==> src/rtl/sdr_seq_pkg.sv <==
package sdr_seq_pkg;

    // Pin code ordered {cs_n, ras_n, cas_n, we_n}
    typedef enum logic [3:0] {
        CMD_LMR  = 4'b0000,
        CMD_REF  = 4'b0001,
        CMD_PRE  = 4'b0010,
        CMD_ACT  = 4'b0011,
        CMD_WR   = 4'b0100,
        CMD_RD   = 4'b0101,
        CMD_BST  = 4'b0110,
        CMD_NOP  = 4'b0111
    } sdr_cmd_e;

    typedef enum logic [3:0] {
        ST_PWRUP,
        ST_I_PRE,
        ST_I_PRE_W,
        ST_I_REF1,
        ST_I_REF1_W,
        ST_I_REF2,
        ST_I_REF2_W,
        ST_I_MODE,
        ST_I_MODE_W,
        ST_SERVE,
        ST_R_PRE,
        ST_R_PRE_W,
        ST_R_REF,
        ST_R_REF_W
    } seq_state_e;

    function automatic sdr_cmd_e op_to_cmd(input logic [1:0] op);
        unique case (op)
            2'd0:    return CMD_ACT;
            2'd1:    return CMD_RD;
            2'd2:    return CMD_WR;
            default: return CMD_BST;
        endcase
    endfunction

endpackage

==> src/rtl/sdr_delay_timer.sv <==
module sdr_delay_timer #(
    parameter int unsigned W       = 8,
    parameter logic [W-1:0] RST_VAL = '0
) (
    input  logic         clk,
    input  logic         rst_n,
    input  logic         load,
    input  logic [W-1:0] load_val,
    output logic         zero
);
    logic [W-1:0] cnt_q;

    always_ff @(posedge clk or negedge rst_n) begin
        if (!rst_n) begin
            cnt_q <= RST_VAL;
        end else if (load) begin
            cnt_q <= load_val;
        end else if (cnt_q != '0) begin
            cnt_q <= cnt_q - 1'b1;
        end
    end

    assign zero = (cnt_q == '0);
endmodule

==> src/rtl/sdr_refresh_tick.sv <==
module sdr_refresh_tick #(
    parameter int unsigned REFI_CYC = 780
) (
    input  logic clk,
    input  logic rst_n,
    input  logic en,
    input  logic clr,
    output logic pend
);
    localparam int unsigned CW = $clog2(REFI_CYC);
    localparam logic [CW-1:0] RELOAD = CW'(REFI_CYC - 1);

    logic [CW-1:0] cnt_q;
    logic          fire;

    assign fire = en && (cnt_q == '0);

    always_ff @(posedge clk or negedge rst_n) begin
        if (!rst_n) begin
            cnt_q <= RELOAD;
            pend  <= 1'b0;
        end else begin
            if (en) begin
                cnt_q <= fire ? RELOAD : cnt_q - 1'b1;
            end
            pend <= (pend && !clr) || fire;
        end
    end
endmodule

==> src/rtl/sdr_pin_reg.sv <==
module sdr_pin_reg
    import sdr_seq_pkg::*;
#(
    parameter int unsigned ADDR_W = 11,
    parameter int unsigned BA_W   = 1
) (
    input  logic              clk,
    input  logic              rst_n,
    input  sdr_cmd_e          cmd_d,
    input  logic [ADDR_W-1:0] addr_d,
    input  logic [BA_W-1:0]   ba_d,
    output logic              cs_n,
    output logic              ras_n,
    output logic              cas_n,
    output logic              we_n,
    output logic [ADDR_W-1:0] addr,
    output logic [BA_W-1:0]   ba
);
    logic [3:0] code_q;

    always_ff @(posedge clk or negedge rst_n) begin
        if (!rst_n) begin
            code_q <= CMD_NOP;
            addr   <= '0;
            ba     <= '0;
        end else begin
            code_q <= cmd_d;
            addr   <= addr_d;
            ba     <= ba_d;
        end
    end

    assign {cs_n, ras_n, cas_n, we_n} = code_q;
endmodule

==> src/rtl/sdr_init_refresh.sv <==
module sdr_init_refresh
    import sdr_seq_pkg::*;
#(
    parameter int unsigned ADDR_W    = 11,
    parameter int unsigned BA_W      = 1,
    parameter int unsigned AP_BIT    = 10,
    parameter int unsigned PWRUP_CYC = 5000,
    parameter int unsigned TRP_CYC   = 3,
    parameter int unsigned TRC_CYC   = 4,
    parameter int unsigned TMRD_CYC  = 2,
    parameter int unsigned REFI_CYC  = 780,
    parameter int unsigned MODE_WORD = 'h023
) (
    input  logic              clk,
    input  logic              rst_n,
    input  logic              req_valid,
    input  logic [1:0]        req_op,
    input  logic [BA_W-1:0]   req_bank,
    input  logic [ADDR_W-1:0] req_addr,
    output logic              grant,
    output logic              init_done,
    output logic              sd_cs_n,
    output logic              sd_ras_n,
    output logic              sd_cas_n,
    output logic              sd_we_n,
    output logic [BA_W-1:0]   sd_ba,
    output logic [ADDR_W-1:0] sd_addr
);
    localparam int unsigned MW    = ADDR_W + BA_W;
    localparam int unsigned T_A   = (TRP_CYC > TRC_CYC) ? TRP_CYC : TRC_CYC;
    localparam int unsigned T_B   = (T_A > TMRD_CYC) ? T_A : TMRD_CYC;
    localparam int unsigned T_MAX = (T_B > PWRUP_CYC) ? T_B : PWRUP_CYC;
    localparam int unsigned TW    = $clog2(T_MAX + 1);

    localparam logic [TW-1:0]     PWRUP_LD = TW'(PWRUP_CYC - 1);
    localparam logic [TW-1:0]     TRP_LD   = TW'(TRP_CYC - 2);
    localparam logic [TW-1:0]     TRC_LD   = TW'(TRC_CYC - 2);
    localparam logic [TW-1:0]     TMRD_LD  = TW'(TMRD_CYC - 2);
    localparam logic [MW-1:0]     MODE_BITS = MW'(MODE_WORD);
    localparam logic [ADDR_W-1:0] ALL_BANKS = ADDR_W'(1) << AP_BIT;

    seq_state_e        state_q, state_d;
    logic              t_load, t_zero;
    logic [TW-1:0]     t_val;
    logic              ref_pend, ref_clr;
    logic              done_q;
    sdr_cmd_e          cmd_d;
    logic [ADDR_W-1:0] addr_d;
    logic [BA_W-1:0]   ba_d;

    sdr_delay_timer #(
        .W       (TW),
        .RST_VAL (PWRUP_LD)
    ) u_timer (
        .clk      (clk),
        .rst_n    (rst_n),
        .load     (t_load),
        .load_val (t_val),
        .zero     (t_zero)
    );

    sdr_refresh_tick #(
        .REFI_CYC (REFI_CYC)
    ) u_tick (
        .clk   (clk),
        .rst_n (rst_n),
        .en    (done_q),
        .clr   (ref_clr),
        .pend  (ref_pend)
    );

    sdr_pin_reg #(
        .ADDR_W (ADDR_W),
        .BA_W   (BA_W)
    ) u_pins (
        .clk    (clk),
        .rst_n  (rst_n),
        .cmd_d  (cmd_d),
        .addr_d (addr_d),
        .ba_d   (ba_d),
        .cs_n   (sd_cs_n),
        .ras_n  (sd_ras_n),
        .cas_n  (sd_cas_n),
        .we_n   (sd_we_n),
        .addr   (sd_addr),
        .ba     (sd_ba)
    );

    // State register
    always_ff @(posedge clk or negedge rst_n) begin
        if (!rst_n) begin
            state_q <= ST_PWRUP;
            done_q  <= 1'b0;
        end else begin
            state_q <= state_d;
            if (state_q == ST_SERVE) begin
                done_q <= 1'b1;
            end
        end
    end

    // Next state
    always_comb begin
        state_d = state_q;
        unique case (state_q)
            ST_PWRUP:    if (t_zero) state_d = ST_I_PRE;
            ST_I_PRE:    state_d = ST_I_PRE_W;
            ST_I_PRE_W:  if (t_zero) state_d = ST_I_REF1;
            ST_I_REF1:   state_d = ST_I_REF1_W;
            ST_I_REF1_W: if (t_zero) state_d = ST_I_REF2;
            ST_I_REF2:   state_d = ST_I_REF2_W;
            ST_I_REF2_W: if (t_zero) state_d = ST_I_MODE;
            ST_I_MODE:   state_d = ST_I_MODE_W;
            ST_I_MODE_W: if (t_zero) state_d = ST_SERVE;
            ST_SERVE:    if (ref_pend) state_d = ST_R_PRE;
            ST_R_PRE:    state_d = ST_R_PRE_W;
            ST_R_PRE_W:  if (t_zero) state_d = ST_R_REF;
            ST_R_REF:    state_d = ST_R_REF_W;
            ST_R_REF_W:  if (t_zero) state_d = ST_SERVE;
            default:     state_d = ST_PWRUP;
        endcase
    end

    // Outputs: next pin values, timer loads, refresh clear
    always_comb begin
        cmd_d   = CMD_NOP;
        addr_d  = '0;
        ba_d    = '0;
        t_load  = 1'b0;
        t_val   = '0;
        ref_clr = 1'b0;
        unique case (state_q)
            ST_I_PRE, ST_R_PRE: begin
                cmd_d  = CMD_PRE;
                addr_d = ALL_BANKS;
                t_load = 1'b1;
                t_val  = TRP_LD;
            end
            ST_I_REF1, ST_I_REF2, ST_R_REF: begin
                cmd_d   = CMD_REF;
                t_load  = 1'b1;
                t_val   = TRC_LD;
                ref_clr = (state_q == ST_R_REF);
            end
            ST_I_MODE: begin
                cmd_d          = CMD_LMR;
                {ba_d, addr_d} = MODE_BITS;
                t_load         = 1'b1;
                t_val          = TMRD_LD;
            end
            ST_SERVE: begin
                if (!ref_pend && done_q && req_valid) begin
                    cmd_d  = op_to_cmd(req_op);
                    addr_d = req_addr;
                    ba_d   = req_bank;
                end
            end
            default: begin
                cmd_d = CMD_NOP;
            end
        endcase
    end

    assign grant     = done_q && (state_q == ST_SERVE) && !ref_pend;
    assign init_done = done_q;
endmodule

==> config.mk <==
export PLATFORM = sky130hd
export DESIGN_NAME = sdr_init_refresh
export DESIGN_NICKNAME = d
export VERILOG_FILES = /design/src/rtl/sdr_seq_pkg.sv /design/src/rtl/sdr_delay_timer.sv /design/src/rtl/sdr_refresh_tick.sv /design/src/rtl/sdr_pin_reg.sv /design/src/rtl/sdr_init_refresh.sv
export SDC_FILE = /design/constraint.sdc
export NUM_CORES = 1
export LEC_CHECK = 0
export ABC_AREA = 1
export CELL_PAD_IN_SITES_DETAIL_PLACEMENT = 1
export CELL_PAD_IN_SITES_GLOBAL_PLACEMENT = 2
export CORE_MARGIN = 4
export CORE_UTILIZATION = 30
export CTS_BUF_LIST = sky130_fd_sc_hd__clkbuf_4 sky130_fd_sc_hd__clkbuf_8
export DETAILED_ROUTE_END_ITERATION = 12
export PLACE_DENSITY_LB_ADDON = 0.1
export SETUP_SLACK_MARGIN = 0.3
export SLEW_MARGIN = 5
export SYNTH_ARGS = -nofsm -noshare
export SYNTH_HDL_FRONTEND = slang
export SYNTH_SLANG_ARGS = --single-unit
export TNS_END_PERCENT = 10
==> constraint.sdc <==
create_clock -name clk -period 2.1 [get_ports clk]
set_input_delay 0.42 -clock clk [delete_from_list [all_inputs] [get_ports clk]]
set_output_delay 0.42 -clock clk [all_outputs]
set_load 0.05 [all_outputs]
== Word-level counts from Yosys, hierarchy flattened ==
Cells that the tools add are included.

* Register bits after elaboration: 44
* Output and inout bits: 18
* Bits of input ports: 17

* Equal/unequal tests: 22
* Mux-type cells: 21
* Reduce and logical (&&, ||, !) cells: 20
* Add/sub/neg operators: 2

{| class="wikitable"
|+ Operators with widths
! operator !! number
|-
| case mux 4 bit (13 select lines) || 1
|-
| case mux 11 bit (3 select lines) || 1
|-
| two-way mux 4 bit || 7
|-
| two-way mux 13 bit || 2
|-
| equality test 4 bit (second input constant) || 6
|-
| equality test 4 x 3 -> 1 bit (second input constant) || 4
|-
| logical NOT 13 bit || 1
|-
| nonzero test 13 bit || 1
|-
| subtractor 13 x 1 -> 13 bit (second input constant) || 1
|-
| case mux 3 bit (4 select lines) || 1
|-
| two-way mux 11 bit || 1
|-
| logical NOT 10 bit || 1
|-
| two-way mux 10 bit || 1
|-
| != test 2 bit (second input constant) || 5
|-
| subtractor 10 x 1 -> 10 bit (second input constant) || 1
|-
| case mux 3 bit (3 select lines) || 1
|-
| equality test 4 x 2 -> 1 bit (second input constant) || 2
|-
| AND reduction 7 bit || 1
|-
| logical AND 1 bit || 6
|-
| OR reduction 6 bit || 1
|-
| equality test 4 x 1 -> 1 bit (second input constant) || 1
|-
| logical NOT 4 bit || 1
|-
| two-way mux 1 bit || 4
|-
| != test 2 x 1 -> 1 bit (second input constant) || 2
|-
| other kinds (10) || 12
|}

== Depth between registers and ports, before layout ==
* Depth after elaboration: 6
* Depth in mapped cells: 10
* Gate-level depth less buffers: 9

== Hierarchy ==
A second synthesis with hierarchy kept.

* Cell total of the unflattened synthesis: 356
* Area total of the unflattened synthesis: 2711.4 um^2

{| class="wikitable"
|+ By module, submodules not included
! module !! area an instance (um^2) !! cells each !! instances !! seq. area each (um^2)
|-
| sdr_delay_timer || 919.6 || 135 || 1 || 334.1
|-
| sdr_refresh_tick || 747.0 || 95 || 1 || 281.5
|-
| sdr_init_refresh || 640.6 || 110 || 1 || 125.1
|-
| sdr_pin_reg || 404.1 || 16 || 1 || 404.1
|}

== Worst setup path after synthesis ==
OpenSTA, ideal clock, no wires.

* Path type: reg2out
* From: register done_q, in the netlist init_done
* To: output port grant
* Stages on the path, launching flop included: 3
* Data required time: 1680 ps
* Data arrival time: 1568 ps
* Path slack: 112 ps
* Path through: dfrtp_1 inv_1 nor2_1

* Longest elaborated chain between the ends: 2

{| class="wikitable"
|+ RTL lines
! item !! RTL line !! source
|-
| start: declaration || sdr_init_refresh.sv:46 || <nowiki>logic done_q;</nowiki>
|-
| start signal: assignment || sdr_init_refresh.sv:93 || <nowiki>done_q <= 1'b0;</nowiki>
|-
| start signal: assignment || sdr_init_refresh.sv:97 || <nowiki>done_q <= 1'b1;</nowiki>
|-
| logical AND 1 bit (2 in series) || sdr_init_refresh.sv:164 || <nowiki>assign grant = done_q && (state_q == ST_SERVE) && !ref_pend;</nowiki>
|-
| end: declaration || sdr_init_refresh.sv:20 || <nowiki>output logic grant,</nowiki>
|}

No other way between the ends.

== Worst setup path in the final report ==
* From: register u_pins.ba
* To: output port sd_ba

{| class="wikitable"
|+ RTL lines
! item !! RTL line !! source
|-
| start: declaration || sdr_pin_reg.sv:17 || <nowiki>output logic [BA_W-1:0] ba</nowiki>
|-
| start signal: assignment || sdr_pin_reg.sv:25 || <nowiki>ba <= '0;</nowiki>
|-
| start signal: assignment || sdr_pin_reg.sv:29 || <nowiki>ba <= ba_d;</nowiki>
|-
| end: declaration || sdr_init_refresh.sv:26 || <nowiki>output logic [BA_W-1:0] sd_ba,</nowiki>
|}

No word-level cell between the ends.

==> out/results.md <==
| Quantity | Reported | Unit |
| --- | --- | --- |
| Outcome | complete, no violations | - |
| Net count after synthesis | 342 | - |
| Slowest cell on crit path | clkdlybuf4s50_1 | - |
| Post-route minimum period | 1.87 | ns |
| Worst-path clk slew | 0.08 | ns |
| Number of vias after detailed routing | 2086 | - |
| I/O pin count | 35 | - |
| Width of the die | 98.3 | um |
| Maximum level of the CTS H-tree | 2 | - |
| Quantity of hold-fixing buffers added after cts | 0 | - |
| WHS | 0.0380 | ns |
| Maximum number of pins on one net before global-route repair | 30 | - |
| Clock Root Buffer | clkbuf_8 | - |
| Worst reg-to-reg path cell count | 9 | - |
| Worst path top cell family by delay | buffers and inverters | - |
| Final clock period utilization by the worst path | 89.0 | % |
| Number of instances in the synthesized netlist | 318 | - |
| Vias in the first global route | 2147 | - |
| Number of vias per cell | 4.49 | - |
| Pwr Total | 1.65 | mW |
| Finished Core Util | 39.2 | % |
| Max-capacitance violation count | 0 | - |
| CTS buffer count | 5 | - |
| Cell leakage power | 1.66 | nW |
| Final-report hold violation count | 0 | - |
| NumNets Final | 386 | - |
| Detailed placement HPWL | 4540 | um |
| Residual antenna-violating net count after detailed routing | 0 | - |
| Critical path fanouts, max | 1 | - |
| Slew HR | 64.9 | % |
| Last weighted congestion value of the routability-driven placer | 0.788 | - |
| Count of filler cells inserted in the layout | 996 | - |
| Transition time of the tightest slew-check pin | 0.525 | ns |
| Fraction of layout cells with a size suffix above 1 | 19.0 | % |
| Clk buf depth | 2 | - |
| Largest area contributor in the netlist | dfrtp_1 | - |
| Worst Hold Class | in2async | - |
| Proportion of synthesized chip area in sequential cells | 45.8 | % |
| RR Endpoint | state_q[0] | - |
| Cell Rows | 32 | - |
| Total length of routed wires | 6100 | um |
| DRC viols | 0 | - |
| Critical path buffers and inverters | 1 | - |
| Endpoint type of the worst setup path | primary output | - |
| Setup repair after global routing missed its margin | true | - |
| Worst path max stage delay | 0.82 | ns |
| Area contributors post-synth | dfrtp_1, dfstp_2, nand2_1, nor2_1, inv_1 | - |
| Cell area after synthesis | 2450 | um^2 |
| Unique cell type count in the Yosys netlist | 33 | - |
| Slack of the worst reg-to-reg path | 0.45 | ns |
| CTS tree | done | - |
| Cells traversed along the worst timing path | clkdlybuf4s50_1 | - |
| Global-route wire length before repair | 10400 | um |
| Top achievable clock speed | 535 | MHz |
| Leading cell types in the layout, fill and taps excluded | nand2_1, nor2_1, inv_1 | - |
| Register bit count reported by yosys | 44 | - |
| Maximum VDD drop | 0.000174 | V |
| Required time of the worst setup path | 1.68 | ns |
| Core Region | 7850 | um^2 |
| Global route overflow | 0 | - |
| Area enclosed by the die boundary | 9670 | um^2 |
| Number of antenna cells inserted | 0 | - |
| Arrival time at the worst endpoint | 1.45 | ns |
| End point of the critical path | sd_ba | - |
| Most common cell after layout, fill and taps aside | nand2_1 | - |
| Critical path origin | u_pins.ba | - |
| Number of design-rule violations left by the first detailed-router iteration | 38 | - |
| Clock sink total | 44 | - |
| Syn. warnings | 0 | - |
| Setup violators final | 0 | - |
| Critical Path Stages | 1 | - |
| Starting utilization of the core area | 31.2 | % |
| Number of iterations in the first detailed-routing pass | 4 | - |
| Total negative slack for setup checks | 0 | ns |
| Clock Latency Late Sink | 0.30 | ns |
| RR Startpoint | u_timer.cnt_q[0] | - |
| Final number of max-transition violations | 0 | - |
| Worst Setup Path Type | reg2out | - |
| Mean area per synthesized cell | 7.70 | um^2 |
| Global-route usage over all layers | 13.2 | % |
| Synth top area share | 29.7 | % |
| Power density normalized to cell area | 535 | nW/um^2 |
| Crit start category | register | - |
| Signed area change from the synthesized netlist to the final layout | 25.8 | % |
| Port Buffer Count | 33 | - |
| Antenna violations before repair | 0 | - |
| Chip height | 98.3 | um |
| Worst clock skew | 0.00454 | ns |
| Routed wire per std cell | 13.1 | um |
-- kinds of logic (layout without fill, tap and decap cells) --
kind of cell             Yosys count  in the layout  share of synthesized area (%)
other                              1              1                          0.153
AO/OA/AOI/OAI                     20             20                           4.55
XOR/XNOR                           4              4                           1.43
buffers and inverters             52             97                           8.79
flip-flops                        44             44                           45.8
AND/OR/NAND/NOR                  189            189                           35.3
adder cells (fa/ha/maj)            7              7                           3.58
multiplexers                       1              1                          0.460
-- state kept, by name, summed over array words and instances, names as in the netlist --
name           flops
u_pins.ba          1
u_timer.cnt_q     13
u_tick.cnt_q      10
state_q            4
u_pins.addr       11
init_done          1
u_tick.pend        1
u_pins.code_q      3
-- area by class of cell --
cell class,instances,area (um^2),share of cell area (%)
inverter,48,180,5.85
clock buffer,8,104,3.37
sequential,44,1120,36.5
tap,102,128,4.15
timing repair buffer,41,402,13.0
multi-input combinational,222,1140,37.0
-- timing repair --
item | 4_1_cts | 5_1_grt
buffers inserted | 1 | 5
pin swaps | 0 | 1
setup endpoints to repair | 14 | 17
resized for setup | 5 | 7
-- cells in the mapped netlist, drive strengths merged --
library cell,count
a21oi,6
buf,4
conb,1
dfrtp,29
dfstp,15
ha,7
inv,48
mux2,1
nand2,84
nand3,18
nand3b,5
nand4,8
nor2,63
nor3,6
nor3b,2
o211ai,1
o21ai,9
o21bai,3
o22ai,1
or2,3
xor2,4
-- per-stage QoR --
| step | std cells | setup slack, ns | cell area [um^2] |
|---|---|---|---|
| final | 465 | 0.232 | 3080 |
| after global routing | 465 | 0.156 | 3080 |
| after CTS | 460 | 0.0646 | 3010 |
| after detailed placement | 451 | 0.278 | 2900 |
| after global placement | 451 | 0.347 | 2900 |
| after floorplan | 318 | 0.321 | 2450 |
-- metal layers --
| layer | wire (um) | vias up | GRT usage (%) | part of all wire [%] |
|---|---|---|---|---|
| li1 | - | 1069 | - | - |
| met1 | 2930 | 982 | 17.5 | 48 |
| met2 | 2850 | 29 | 21.4 | 47 |
| met3 | 244 | 6 | 3.14 | 4.0 |
| met4 | 78 | 0 | 4.10 | 1.3 |
| met5 | 0 | - | 0 | 0 |
-- power breakdown --
group | leakage [nW] | switching, mW | total [mW] | internal [mW]
combinational | 1.09 | 0.106 | 0.168 | 0.0619
sequential | 0.513 | 0.00400 | 0.870 | 0.866
clock | 0.0549 | 0.296 | 0.609 | 0.314
-- how the worst min path moves through the flow --
stage                      from               to  slack, ns  cells past startpoint
after floorplan           rst_n        init_done       0.12                      0
after global placement    rst_n  u_tick.cnt_q[4]       0.38                      1
after detailed placement  rst_n  u_tick.cnt_q[2]       0.37                      1
after CTS                 rst_n  u_tick.cnt_q[2]       0.04                      1
after global routing      rst_n  u_tick.cnt_q[2]       0.06                      1
final                     rst_n  u_tick.cnt_q[2]       0.04                      1
(Power assumes the default switching activity.)
